===== config.mk =====
export PLATFORM = sky130hd
export DESIGN_NAME = fifo_flag_ctrl
export DESIGN_NICKNAME = d
export VERILOG_FILES = /design/src/rtl/fflag_pkg.sv /design/src/rtl/fflag_w1c_bank.sv /design/src/rtl/fflag_tally.sv /design/src/rtl/fifo_flag_ctrl.sv
export SDC_FILE = /design/constraint.sdc
export NUM_CORES = 1
export LEC_CHECK = 0
export ABC_AREA = 1
export ABC_CLOCK_PERIOD_IN_PS = 2900
export BUFFER_PORTS_ARGS = -buffer_cell sky130_fd_sc_hd__buf_2
export CELL_PAD_IN_SITES_DETAIL_PLACEMENT = 0
export CELL_PAD_IN_SITES_GLOBAL_PLACEMENT = 2
export CORE_MARGIN = 1.5
export CORE_UTILIZATION = 33
export CTS_CLUSTER_SIZE = 12
export DETAILED_ROUTE_END_ITERATION = 8
export GPL_TIMING_DRIVEN = 0
export PLACE_DENSITY = 0.91
export SETUP_SLACK_MARGIN = 0.4
export SLEW_MARGIN = 20
export SYNTH_ARGS = -nofsm -noshare
export SYNTH_HDL_FRONTEND = slang
export SYNTH_SLANG_ARGS = --single-unit

===== constraint.sdc =====
create_clock -name clk -period 2.9 [get_ports clk]
set_clock_uncertainty 0.2 [all_clocks]
set_input_delay 0.29 -clock clk [delete_from_list [all_inputs] [get_ports clk]]
set_output_delay 0.29 -clock clk [all_outputs]
set_load 0.02 [all_outputs]

===== src/rtl/fflag_pkg.sv =====
package fflag_pkg;
  localparam int REG_W = 16;

  typedef enum logic [3:0] {
    SEL_MODES   = 4'd0,
    SEL_RX_QCNT = 4'd1,
    SEL_TX_QCNT = 4'd2,
    SEL_RX_BCNT = 4'd3,
    SEL_TX_BCNT = 4'd4,
    SEL_ERR_EN  = 4'd5,
    SEL_SER_EN  = 4'd6,
    SEL_OP_CLR  = 4'd7,
    SEL_ERR_CLR = 4'd8,
    SEL_SER_CLR = 4'd9
  } reg_sel_e;

  localparam logic [1:0] MODE_QUEUE = 2'd0;
endpackage


===== src/rtl/fflag_w1c_bank.sv =====
module fflag_w1c_bank #(
  parameter int W = 4
) (
  input  logic         clk,
  input  logic         rst_n,
  input  logic [W-1:0] set_i,
  input  logic [W-1:0] clr_i,
  output logic [W-1:0] flags_o
);
  logic [W-1:0] flags_q, flags_d;
  logic         upd;

  always_comb begin
    upd     = |set_i || |clr_i;
    flags_d = (flags_q & ~clr_i) | set_i;
  end

  always_ff @(posedge clk or negedge rst_n) begin
    if (!rst_n)   flags_q <= '0;
    else if (upd) flags_q <= flags_d;
  end

  assign flags_o = flags_q;
endmodule


===== src/rtl/fflag_tally.sv =====
module fflag_tally #(
  parameter int CNT_W = 16
) (
  input  logic             clk,
  input  logic             rst_n,
  input  logic             restart_i,
  input  logic             step_i,
  input  logic [CNT_W-1:0] target_i,
  output logic             done_set_o,
  output logic             remain_o
);
  logic [CNT_W-1:0] cnt_q, cnt_d, cnt_inc;
  logic             cnt_en;

  always_comb begin
    cnt_inc    = cnt_q + CNT_W'(1);
    cnt_en     = restart_i || step_i;
    cnt_d      = restart_i ? '0 : cnt_inc;
    done_set_o = step_i && !restart_i && (target_i != '0) && (cnt_inc == target_i);
    remain_o   = cnt_q < target_i;
  end

  always_ff @(posedge clk or negedge rst_n) begin
    if (!rst_n)      cnt_q <= '0;
    else if (cnt_en) cnt_q <= cnt_d;
  end
endmodule


===== src/rtl/fifo_flag_ctrl.sv =====
module fifo_flag_ctrl
  import fflag_pkg::*;
#(
  parameter int DEPTH   = 16,
  parameter int IN_THR  = 8,
  parameter int OUT_THR = 4,
  localparam int LVL_W  = $clog2(DEPTH + 1)
) (
  input  logic             clk,
  input  logic             rst_n,
  input  logic             wr_en,
  input  logic [3:0]       wr_sel,
  input  logic [REG_W-1:0] wr_data,
  input  logic             in_push,
  input  logic             in_pop,
  input  logic [LVL_W-1:0] in_level,
  input  logic             out_push,
  input  logic             out_pop,
  input  logic             out_shift_req,
  input  logic [LVL_W-1:0] out_level,
  input  logic             ser_clk_over,
  input  logic             ser_clk_under,
  output logic [REG_W-1:0] op_status,
  output logic [REG_W-1:0] err_flags,
  output logic [REG_W-1:0] ser_flags,
  output logic             irq
);
  reg_sel_e         sel;
  logic [1:0]       rx_mode_q, rx_mode_d, tx_mode_q, tx_mode_d;
  logic [REG_W-1:0] rx_qcnt_q, rx_qcnt_d, tx_qcnt_q, tx_qcnt_d;
  logic [REG_W-1:0] rx_bcnt_q, rx_bcnt_d, tx_bcnt_q, tx_bcnt_d;
  logic [3:0]       err_en_q, err_en_d;
  logic [1:0]       ser_en_q, ser_en_d;
  logic             cfg_en;

  logic [REG_W-1:0] rx_target, tx_target;
  logic             rx_restart, tx_restart;
  logic             rx_done_set, tx_done_set, rx_remain, tx_remain;
  logic             rx_full, tx_full, rx_empty, tx_empty;
  logic [3:0]       op_set, op_clr, op_q;
  logic [3:0]       err_set, err_raw, err_clr, err_q;
  logic [1:0]       ser_set, ser_clr, ser_q;

  assign sel = reg_sel_e'(wr_sel);

  // configuration next state
  always_comb begin
    rx_mode_d = rx_mode_q;  tx_mode_d = tx_mode_q;
    rx_qcnt_d = rx_qcnt_q;  tx_qcnt_d = tx_qcnt_q;
    rx_bcnt_d = rx_bcnt_q;  tx_bcnt_d = tx_bcnt_q;
    err_en_d  = err_en_q;   ser_en_d  = ser_en_q;
    cfg_en    = wr_en && (wr_sel <= 4'd6);
    if (wr_en) begin
      case (sel)
        SEL_MODES:   begin rx_mode_d = wr_data[13:12]; tx_mode_d = wr_data[11:10]; end
        SEL_RX_QCNT: rx_qcnt_d = wr_data;
        SEL_TX_QCNT: tx_qcnt_d = wr_data;
        SEL_RX_BCNT: rx_bcnt_d = wr_data;
        SEL_TX_BCNT: tx_bcnt_d = wr_data;
        SEL_ERR_EN:  err_en_d  = wr_data[5:2];
        SEL_SER_EN:  ser_en_d  = wr_data[1:0];
        default: ;
      endcase
    end
  end

  always_ff @(posedge clk or negedge rst_n) begin
    if (!rst_n) begin
      rx_mode_q <= '0; tx_mode_q <= '0;
      rx_qcnt_q <= '0; tx_qcnt_q <= '0;
      rx_bcnt_q <= '0; tx_bcnt_q <= '0;
      err_en_q  <= '0; ser_en_q  <= '0;
    end else if (cfg_en) begin
      rx_mode_q <= rx_mode_d; tx_mode_q <= tx_mode_d;
      rx_qcnt_q <= rx_qcnt_d; tx_qcnt_q <= tx_qcnt_d;
      rx_bcnt_q <= rx_bcnt_d; tx_bcnt_q <= tx_bcnt_d;
      err_en_q  <= err_en_d;  ser_en_q  <= ser_en_d;
    end
  end

  // target selection and tally restart
  always_comb begin
    rx_target  = (rx_mode_q == MODE_QUEUE) ? rx_qcnt_q : rx_bcnt_q;
    tx_target  = (tx_mode_q == MODE_QUEUE) ? tx_qcnt_q : tx_bcnt_q;
    rx_restart = wr_en && (sel == SEL_RX_QCNT || sel == SEL_RX_BCNT);
    tx_restart = wr_en && (sel == SEL_TX_QCNT || sel == SEL_TX_BCNT);
  end

  fflag_tally #(.CNT_W(REG_W)) u_rx_tally (
    .clk(clk), .rst_n(rst_n), .restart_i(rx_restart), .step_i(in_push),
    .target_i(rx_target), .done_set_o(rx_done_set), .remain_o(rx_remain)
  );

  fflag_tally #(.CNT_W(REG_W)) u_tx_tally (
    .clk(clk), .rst_n(rst_n), .restart_i(tx_restart), .step_i(out_pop),
    .target_i(tx_target), .done_set_o(tx_done_set), .remain_o(tx_remain)
  );

  // event detection
  always_comb begin
    rx_full  = in_level  == LVL_W'(DEPTH);
    tx_full  = out_level == LVL_W'(DEPTH);
    rx_empty = in_level  == '0;
    tx_empty = out_level == '0;
    // order {rx done, tx done, rx service, tx service} = status bits 11:8
    op_set   = {rx_done_set, tx_done_set,
                in_push && (in_level == LVL_W'(IN_THR - 1)),
                out_pop && (out_level == LVL_W'(OUT_THR + 1))};
    // order {tx overrun, rx underrun, tx underrun, rx overrun} = error bits 5:2
    err_raw  = {out_push && tx_full, in_pop && rx_empty,
                out_shift_req && tx_empty && tx_remain, in_push && rx_full};
    err_set  = err_raw & err_en_q;
    ser_set  = {ser_clk_over, ser_clk_under} & ser_en_q;
    op_clr   = (wr_en && sel == SEL_OP_CLR)  ? wr_data[11:8] : '0;
    err_clr  = (wr_en && sel == SEL_ERR_CLR) ? wr_data[5:2]  : '0;
    ser_clr  = (wr_en && sel == SEL_SER_CLR) ? wr_data[1:0]  : '0;
  end

  fflag_w1c_bank #(.W(4)) u_op_bank (
    .clk(clk), .rst_n(rst_n), .set_i(op_set), .clr_i(op_clr), .flags_o(op_q)
  );

  fflag_w1c_bank #(.W(4)) u_err_bank (
    .clk(clk), .rst_n(rst_n), .set_i(err_set), .clr_i(err_clr), .flags_o(err_q)
  );

  fflag_w1c_bank #(.W(2)) u_ser_bank (
    .clk(clk), .rst_n(rst_n), .set_i(ser_set), .clr_i(ser_clr), .flags_o(ser_q)
  );

  always_comb begin
    op_status = {4'b0, op_q, rx_full, tx_full, !rx_empty, !tx_empty, 4'b0};
    err_flags = {10'b0, err_q, 2'b0};
    ser_flags = {14'b0, ser_q};
    irq       = |op_q || |err_q || |ser_q;
  end
endmodule


==> metrics.md, run 1 <==
| Metric | Value |
|---|---|
| Status | completed |
| Final Hold Fails | 0 |
| First-pass GRT wire length | 32,600 um |
| Grt ovf | 0 |
| Total CTS buffers | 17 |
| Layout cells sized above 1 | 0.170 |
| Final setup viols | 0 |
| FF-to-FF path depth | 13 |
| Mean Syn Cell Area | 7.28 um^2 |
| DR WL/cell | 14.5 um |
| Seq/Total Area, Yosys | 0.415 |
| Type of the most critical hold path | in -> reg |
| GR Util All Layers | 0.191 |
| WP data arrival | 2460 ps |
| Critical Path RT | 3040 ps |
| Leading area contributor after synthesis | dfrtp_1 |
| First-pass DRT Iterations | 5 |
| FF+latch count, synth | 116 |
| DRC viols | 0 |
| Slew at the pin with the worst max-slew slack | 593 ps |
| Critical path type | reg -> reg |
| Port bufs | 53 |
| Critical path peak fanout | 10 |
| # IOs | 89 |
| Yosys warns | 0 |
| Worst slew margin | 0.603 |
| Min cycle time layout | 2320 ps |
| CTS clk-pin slew, worst paths | 60 ps |
| Cell Rows | 53 |
| N_diodes | 0 |
| Power Density | 723 nW/um^2 |
| Longest Clk Path Bufs | 2 |
| Chip Width | 149 um |
| Peak VDD IR | 455 uV |
| Vias | 6,500 |
| Final period util | 0.799 |
| Reg2Reg Setup Slack | 580 ps |
| Worst Hold Endpoint | tx_qcnt_q[14]$_DFFE_PN0P_ |
| R2R Path Start | tx_mode_q[1]$_DFFE_PN0P_ |
| Die height | 149 um |
| Initial antenna violation count | 0 |
| MaxCap Viol Count | 0 |
| Clock root buffer | clkbuf_16 |
| TritonCTS clock tree | yes |
| CP Launch Type | flop |
| R2R Path End | u_err_bank.flags_o[1]$_DFFE_PN0P_ |
| Worst Setup End Kind | flop |
| Non-filler cells, final | 1,377 |
| Starting Density | 0.335 |
| Number of clock sinks | 116 |
| Hold Crit Depth | 3 |
| Fmax | 432 MHz |
| Routed Wire Length | 20,000 um |
| RSZ-0062 raised after global routing | no |
| Lkg Pwr | 4.31 nW |
| Area added between synthesis and finish | 23.6% |
| Post-synth top area share | 0.415 |
| DR iter-0 viols | 382 |
| Fin util | 0.414 |
| Mapped Area | 6990 um^2 |
| Yosys cell types | 37 |
| Cell count after synthesis | 960 |
| Slew Limit Fails | 0 |
| Fillers | 2,154 |
| Largest net degree at the start of global routing | 76 |
| DP HPWL | 14,900 um |
| Number of H-tree levels | 4 |
| Top post-synthesis cells by area | dfrtp_1 (42%), nand2_1 (16%), o21ai_0 (6.7%), inv_1 (5.7%), nand3_1 (4.2%) |
| DIE AREA | 22,100 um^2 |
| Vias/cell | 4.72 |
| Core Box Area | 20,900 um^2 |
| Vias in the first global route | 6,117 |
| Hold Path Origin | wr_data[14] |
| Final ANT Viol Nets | 0 |
| Clk_lat worst skew | 410 ps |
| Placed Cells incl. Taps | 1,322 |
| GP Congestion | 0.832 |
| Final net count | 1,147 |
[stage by stage]
step	setup TNS, ps	area [um^2]	power [W]	hold WS (ps)	worst slack, ps
finish	0	8640	0.00625	32.0	584
global route	0	8640	0.00666	40.6	378
CTS	0	8500	0.00618	16.5	404
floorplan	0	7120	0.00343	-206	806
global placement	-34370	7730	0.00391	265	-312
detailed placement	0	7760	0.00394	45.7	362
[layout make-up]
| class | count | area [um^2] | area share |
|---|---|---|---|
| Sequential cell | 116 | 2900 | 0.336 |
| Clock buffer | 22 | 484 | 0.0560 |
| Timing Repair Buffer | 78 | 522 | 0.0604 |
| Clock inverter | 9 | 126 | 0.0146 |
| Inverter | 112 | 420 | 0.0487 |
| Buffer | 59 | 399 | 0.0462 |
| Tap cell | 275 | 344 | 0.0398 |
| Multi-Input combinational cell | 706 | 3440 | 0.398 |
[kinds of logic after synthesis]
logic type | after synthesis | synth area share
other | 1 | 0.000536
buffers and inverters | 171 | 0.116
adder cells (fa/ha/maj) | 17 | 0.0304
flip-flops | 116 | 0.415
XOR/XNOR | 7 | 0.00877
AO/OA/AOI/OAI | 162 | 0.129
AND/OR/NAND/NOR | 486 | 0.300
[state kept, by name (all words and copies together) (netlist names)]
| signal | cells |
|---|---|
| err_en_q | 4 |
| rx_bcnt_q | 16 |
| rx_mode_q | 2 |
| rx_qcnt_q | 16 |
| ser_en_q | 2 |
| tx_bcnt_q | 16 |
| tx_mode_q | 2 |
| tx_qcnt_q | 16 |
| u_err_bank.flags_o | 4 |
| u_op_bank.flags_o | 4 |
| u_rx_tally.cnt_q | 16 |
| u_ser_bank.flags_o | 2 |
| u_tx_tally.cnt_q | 16 |
[cell usage after synthesis (all sizes together)]
| cell type | n |
|---|---|
| dfrtp | 116 |
| o22ai | 24 |
| o32ai | 1 |
| o211ai | 2 |
| o31ai | 2 |
| nor3 | 2 |
| o21a | 1 |
| conb | 1 |
| o21ai | 117 |
| or2 | 1 |
| nand4 | 19 |
| buf | 45 |
| clkbuf | 14 |
| ha | 17 |
| xnor2 | 2 |
| nor2 | 85 |
| inv | 112 |
| nand2 | 307 |
| a21oi | 14 |
| nand3 | 59 |
| nand3b | 8 |
| a211oi | 1 |
| xor2 | 5 |
| nor4 | 5 |
[report_power, final]
group          switching (W)  internal, W  total [W]
registers           0.000243      0.00192    0.00217
clock network       0.000752      0.00143    0.00218
logic                0.00115     0.000749    0.00189
total                0.00214      0.00411    0.00625
[critical path: stages (launching register included)]
cell	delay, ps
dfrtp_1	420
nor2_4	200
buf_4	150
buf_8	150
nand2_1	100
o21ai_4	100
ha_1	270
a21oi_1	160
nor2_1	70
a211oi_2	130
o21ai_1	90
nand2_1	80
nand2_2	60
nand2_1	70
[worst max-delay path by stage]
stage	startpoint	to	slack, ps	cells past startpoint
after floorplan	tx_mode_q[1]$_DFFE_PN0P_	u_err_bank.flags_o[1]$_DFFE_PN0P_	810	14
after global placement	rst_n	u_tx_tally.cnt_q[2]$_DFFE_PN0P_	-310	1
after detailed placement	tx_mode_q[1]$_DFFE_PN0P_	u_err_bank.flags_o[1]$_DFFE_PN0P_	360	12
after CTS	tx_mode_q[0]$_DFFE_PN0P_	u_err_bank.flags_o[1]$_DFFE_PN0P_	400	12
after global routing	tx_mode_q[1]$_DFFE_PN0P_	u_err_bank.flags_o[1]$_DFFE_PN0P_	380	16
final	tx_mode_q[1]$_DFFE_PN0P_	u_err_bank.flags_o[1]$_DFFE_PN0P_	580	13
[cells in the final DEF, fill, tap and decap left out, types with 13 or more instances in the layout]
| cell | instances |
|---|---|
| buf_2 | 56 |
| buf_4 | 48 |
| clkbuf_1 | 15 |
| clkbuf_16 | 17 |
| conb_1 | 34 |
| dfrtp_1 | 116 |
| ha_1 | 17 |
| inv_1 | 107 |
| nand2_1 | 297 |
| nand3_1 | 58 |
| nand4_1 | 19 |
| nor2_1 | 73 |
| o21ai_0 | 91 |
| o21ai_2 | 13 |
| o22ai_1 | 24 |
[repair_timing]
item / CTS / global route
setup buffers: 1 / 11
hold buffers: 12 / 0
gates resized for setup: 0 / 13
pin swaps: 1 / 8
setup endpoints to repair: 1 / 1
hold endpoints to repair: 49 / 0
[per-layer routing]
layer  part of all wire  GRT usage
met4              0.010     0.0525
met5                  0          0
met2               0.43      0.285
met3              0.041     0.0307
met1               0.52      0.283
(Power assumes the default switching activity.)
==> inputs of run 2 (changes only) <==
ABC_CLOCK_PERIOD_IN_PS = 2300   (was 2900)
clock period = 2.3 ns   (was 2.9 ns; I/O delays follow)
==> metrics.md, run 2 (synthesis results as in run 1) <==
| Metric | Value |
|---|---|
| Clock root buffer | clkbuf_16 |
| Clk_lat worst skew | 420 ps |
| Worst slew margin | 0.583 |
| Worst Setup End Kind | flop |
| Hold Path Origin | out_shift_req |
| Critical path peak fanout | 6 |
| Final setup TNS | 0 ps |
| Status | completed |
| Worst Hold Endpoint | u_err_bank.flags_o[1]$_DFFE_PN0P_ |
| DR iter-0 viols | 362 |
| Power Density | 913 nW/um^2 |
| Vias in the first global route | 6,317 |
| DR WL/cell | 14.7 um |
| Critical path type | reg -> reg |
| Routed Wire Length | 20,700 um |
| CTS clk-pin slew, worst paths | 50 ps |
| First-pass DRT Iterations | 5 |
| WP data arrival | 2370 ps |
| Initial antenna violation count | 0 |
| Starting Density | 0.335 |
| CP top delay family | simple AND/OR/NAND/NOR gates |
| Min cycle time layout | 2270 ps |
| Clock Power Share | 0.339 |
| Peak VDD IR | 613 uV |
| DP HPWL | 14,800 um |
| Total CTS buffers | 17 |
| GP Congestion | 0.830 |
| Layout cells sized above 1 | 0.229 |
| Reg2Reg Setup Slack | 30 ps |
| Slew Limit Fails | 0 |
| Final ANT Viol Nets | 0 |
| FF-to-FF path depth | 12 |
| Vias/cell | 4.71 |
| Grt ovf | 0 |
| Hold_ws | 7.44 ps |
| Switching part of the total power | 0.345 |
| # IOs | 89 |
| Delay of the slowest critical-path stage | 410 ps |
| Fillers | 2,152 |
| Final Hold Fails | 0 |
| GR Util All Layers | 0.195 |
| Vias | 6,633 |
| Port bufs | 53 |
| DIE AREA | 22,100 um^2 |
| MaxCap Viol Count | 0 |
| Logic pwr share | 0.333 |
| R2R Path End | u_err_bank.flags_o[1]$_DFFE_PN0P_ |
| Core Box Area | 20,900 um^2 |
| Chip Width | 149 um |
| Final Cell Area | 9250 um^2 |
| Type of the most critical hold path | in -> reg |
| CP Cell Sequence | nor2_4 > buf_6 > nand2_1 > o21ai_2 > inv_1 > ha_4 > a21oi_1 > nand3b_1 > a21oi_1 > nor4_4 > nand2_2 > nand2_1 |
| Critical Path RT | 2400 ps |
| Worst path bufs/invs | 2 |
| TritonCTS clock tree | yes |
| Cell Area, Placed | 7760 um^2 |
| Longest Clk Path Bufs | 2 |
| Switching power | 0.00291 W |
| Most common cell after layout, fill and taps aside | nand2_1 |
| Final period util | 0.986 |
| Number of clock sinks | 116 |
| Fin util | 0.443 |
| Area added between synthesis and finish | 32.2% |
| Final setup viols | 0 |
| Cell Rows | 53 |
| Lkg Pwr | 4.52 nW |
| Die height | 149 um |
| Pint | 0.00553 W |
| R2R Path Start | tx_mode_q[0]$_DFFE_PN0P_ |
| DRC viols | 0 |
| Final net count | 1,177 |
| RSZ-0062 raised after global routing | yes |
| First-pass GRT wire length | 33,300 um |
| Hold Crit Depth | 5 |
| Most frequent cells in the layout | nand2_1 (284), dfrtp_1 (112), inv_1 (105) |
| Slew at the pin with the worst max-slew slack | 626 ps |
| N_diodes | 0 |
| Fmax | 441 MHz |
| Crit-path slowest cell | dfrtp_1 |
| Number of H-tree levels | 4 |
| CP Launch Type | flop |
| Largest net degree at the start of global routing | 77 |
| Power share of the sequential group | 0.328 |
==> run 2: cell types whose count changed in the layout (fill, tap and decap cells not counted), sizes merged <==
cell	before	now
clkinv	5	3
buf	111	129
dlygate4sd3	12	24
clkbuf	36	39
==> run 2: through the flow <==
step,worst slack [ps],total power [W],instances
after global placement,-818,0.00494,1321
after detailed placement,-243,0.00497,1322
final,31.4,0.00844,1408
after floorplan,221,0.00433,993
after CTS,41.9,0.00817,1398
after global routing,-52.3,0.00898,1408
==> run 2: timing repair <==
| item | CTS | global route |
|---|---|---|
| buffers inserted | 19 | 10 |
| gates cloned | 0 | 1 |
| hold endpoints to repair | 109 | 0 |
| resized for setup | 29 | 60 |
| endpoints found under the setup margin | 3 | 7 |
| hold buffers | 25 | 0 |
| pin swaps | 15 | 27 |
==> run 2: final cells by class <==
type	count	area (um^2)	share of cell area
plain buffers	59	424	0.0459
flip-flops and latches	116	2910	0.315
repair buffers	108	810	0.0876
inverters	112	420	0.0455
multi-input cells	706	3700	0.400
well taps	275	344	0.0372
clock buffers	25	526	0.0568
clock inverters	7	116	0.0126
==> run 2: worst max path at each step <==
stage | from | slack, ps | to | cells after the start
final | tx_mode_q[0]$_DFFE_PN0P_ | 30 | u_err_bank.flags_o[1]$_DFFE_PN0P_ | 12
after global routing | tx_mode_q[0]$_DFFE_PN0P_ | -50 | u_err_bank.flags_o[1]$_DFFE_PN0P_ | 14
after detailed placement | tx_mode_q[0]$_DFFE_PN0P_ | -240 | u_err_bank.flags_o[1]$_DFFE_PN0P_ | 12
after CTS | tx_mode_q[1]$_DFFE_PN0P_ | 40 | u_err_bank.flags_o[1]$_DFFE_PN0P_ | 16
after global placement | rst_n | -820 | u_tx_tally.cnt_q[2]$_DFFE_PN0P_ | 1
after floorplan | tx_mode_q[0]$_DFFE_PN0P_ | 220 | u_err_bank.flags_o[1]$_DFFE_PN0P_ | 12
==> run 2: power by group through the flow <==
stage	logic (W)	clock network (W)	registers (W)
finish	0.00281	0.00286	0.00276
global route	0.00317	0.00300	0.00281
CTS	0.00252	0.00291	0.00275
detailed placement	0.00220	0	0.00276
global placement	0.00218	0	0.00276
floorplan	0.00161	0	0.00272
==> run 2: worst reg2reg max path, delay by kind of cell, from the launching register on <==
kind                       cells  cell delay, ps
buffers and inverters          2             280
AOI/OAI and AO/OA              3             370
adders and majority gates      1             280
and+or+nand+nor                6             610
DFF                            1             410
==> run 2: layer usage <==
layer  GRT usage  up-vias  share of wire
met2       0.295      160           0.45
met3      0.0291       19          0.039
li1            -     3366              -
met5           0        -              0
met4      0.0614        0          0.011
met1       0.285     3088           0.50
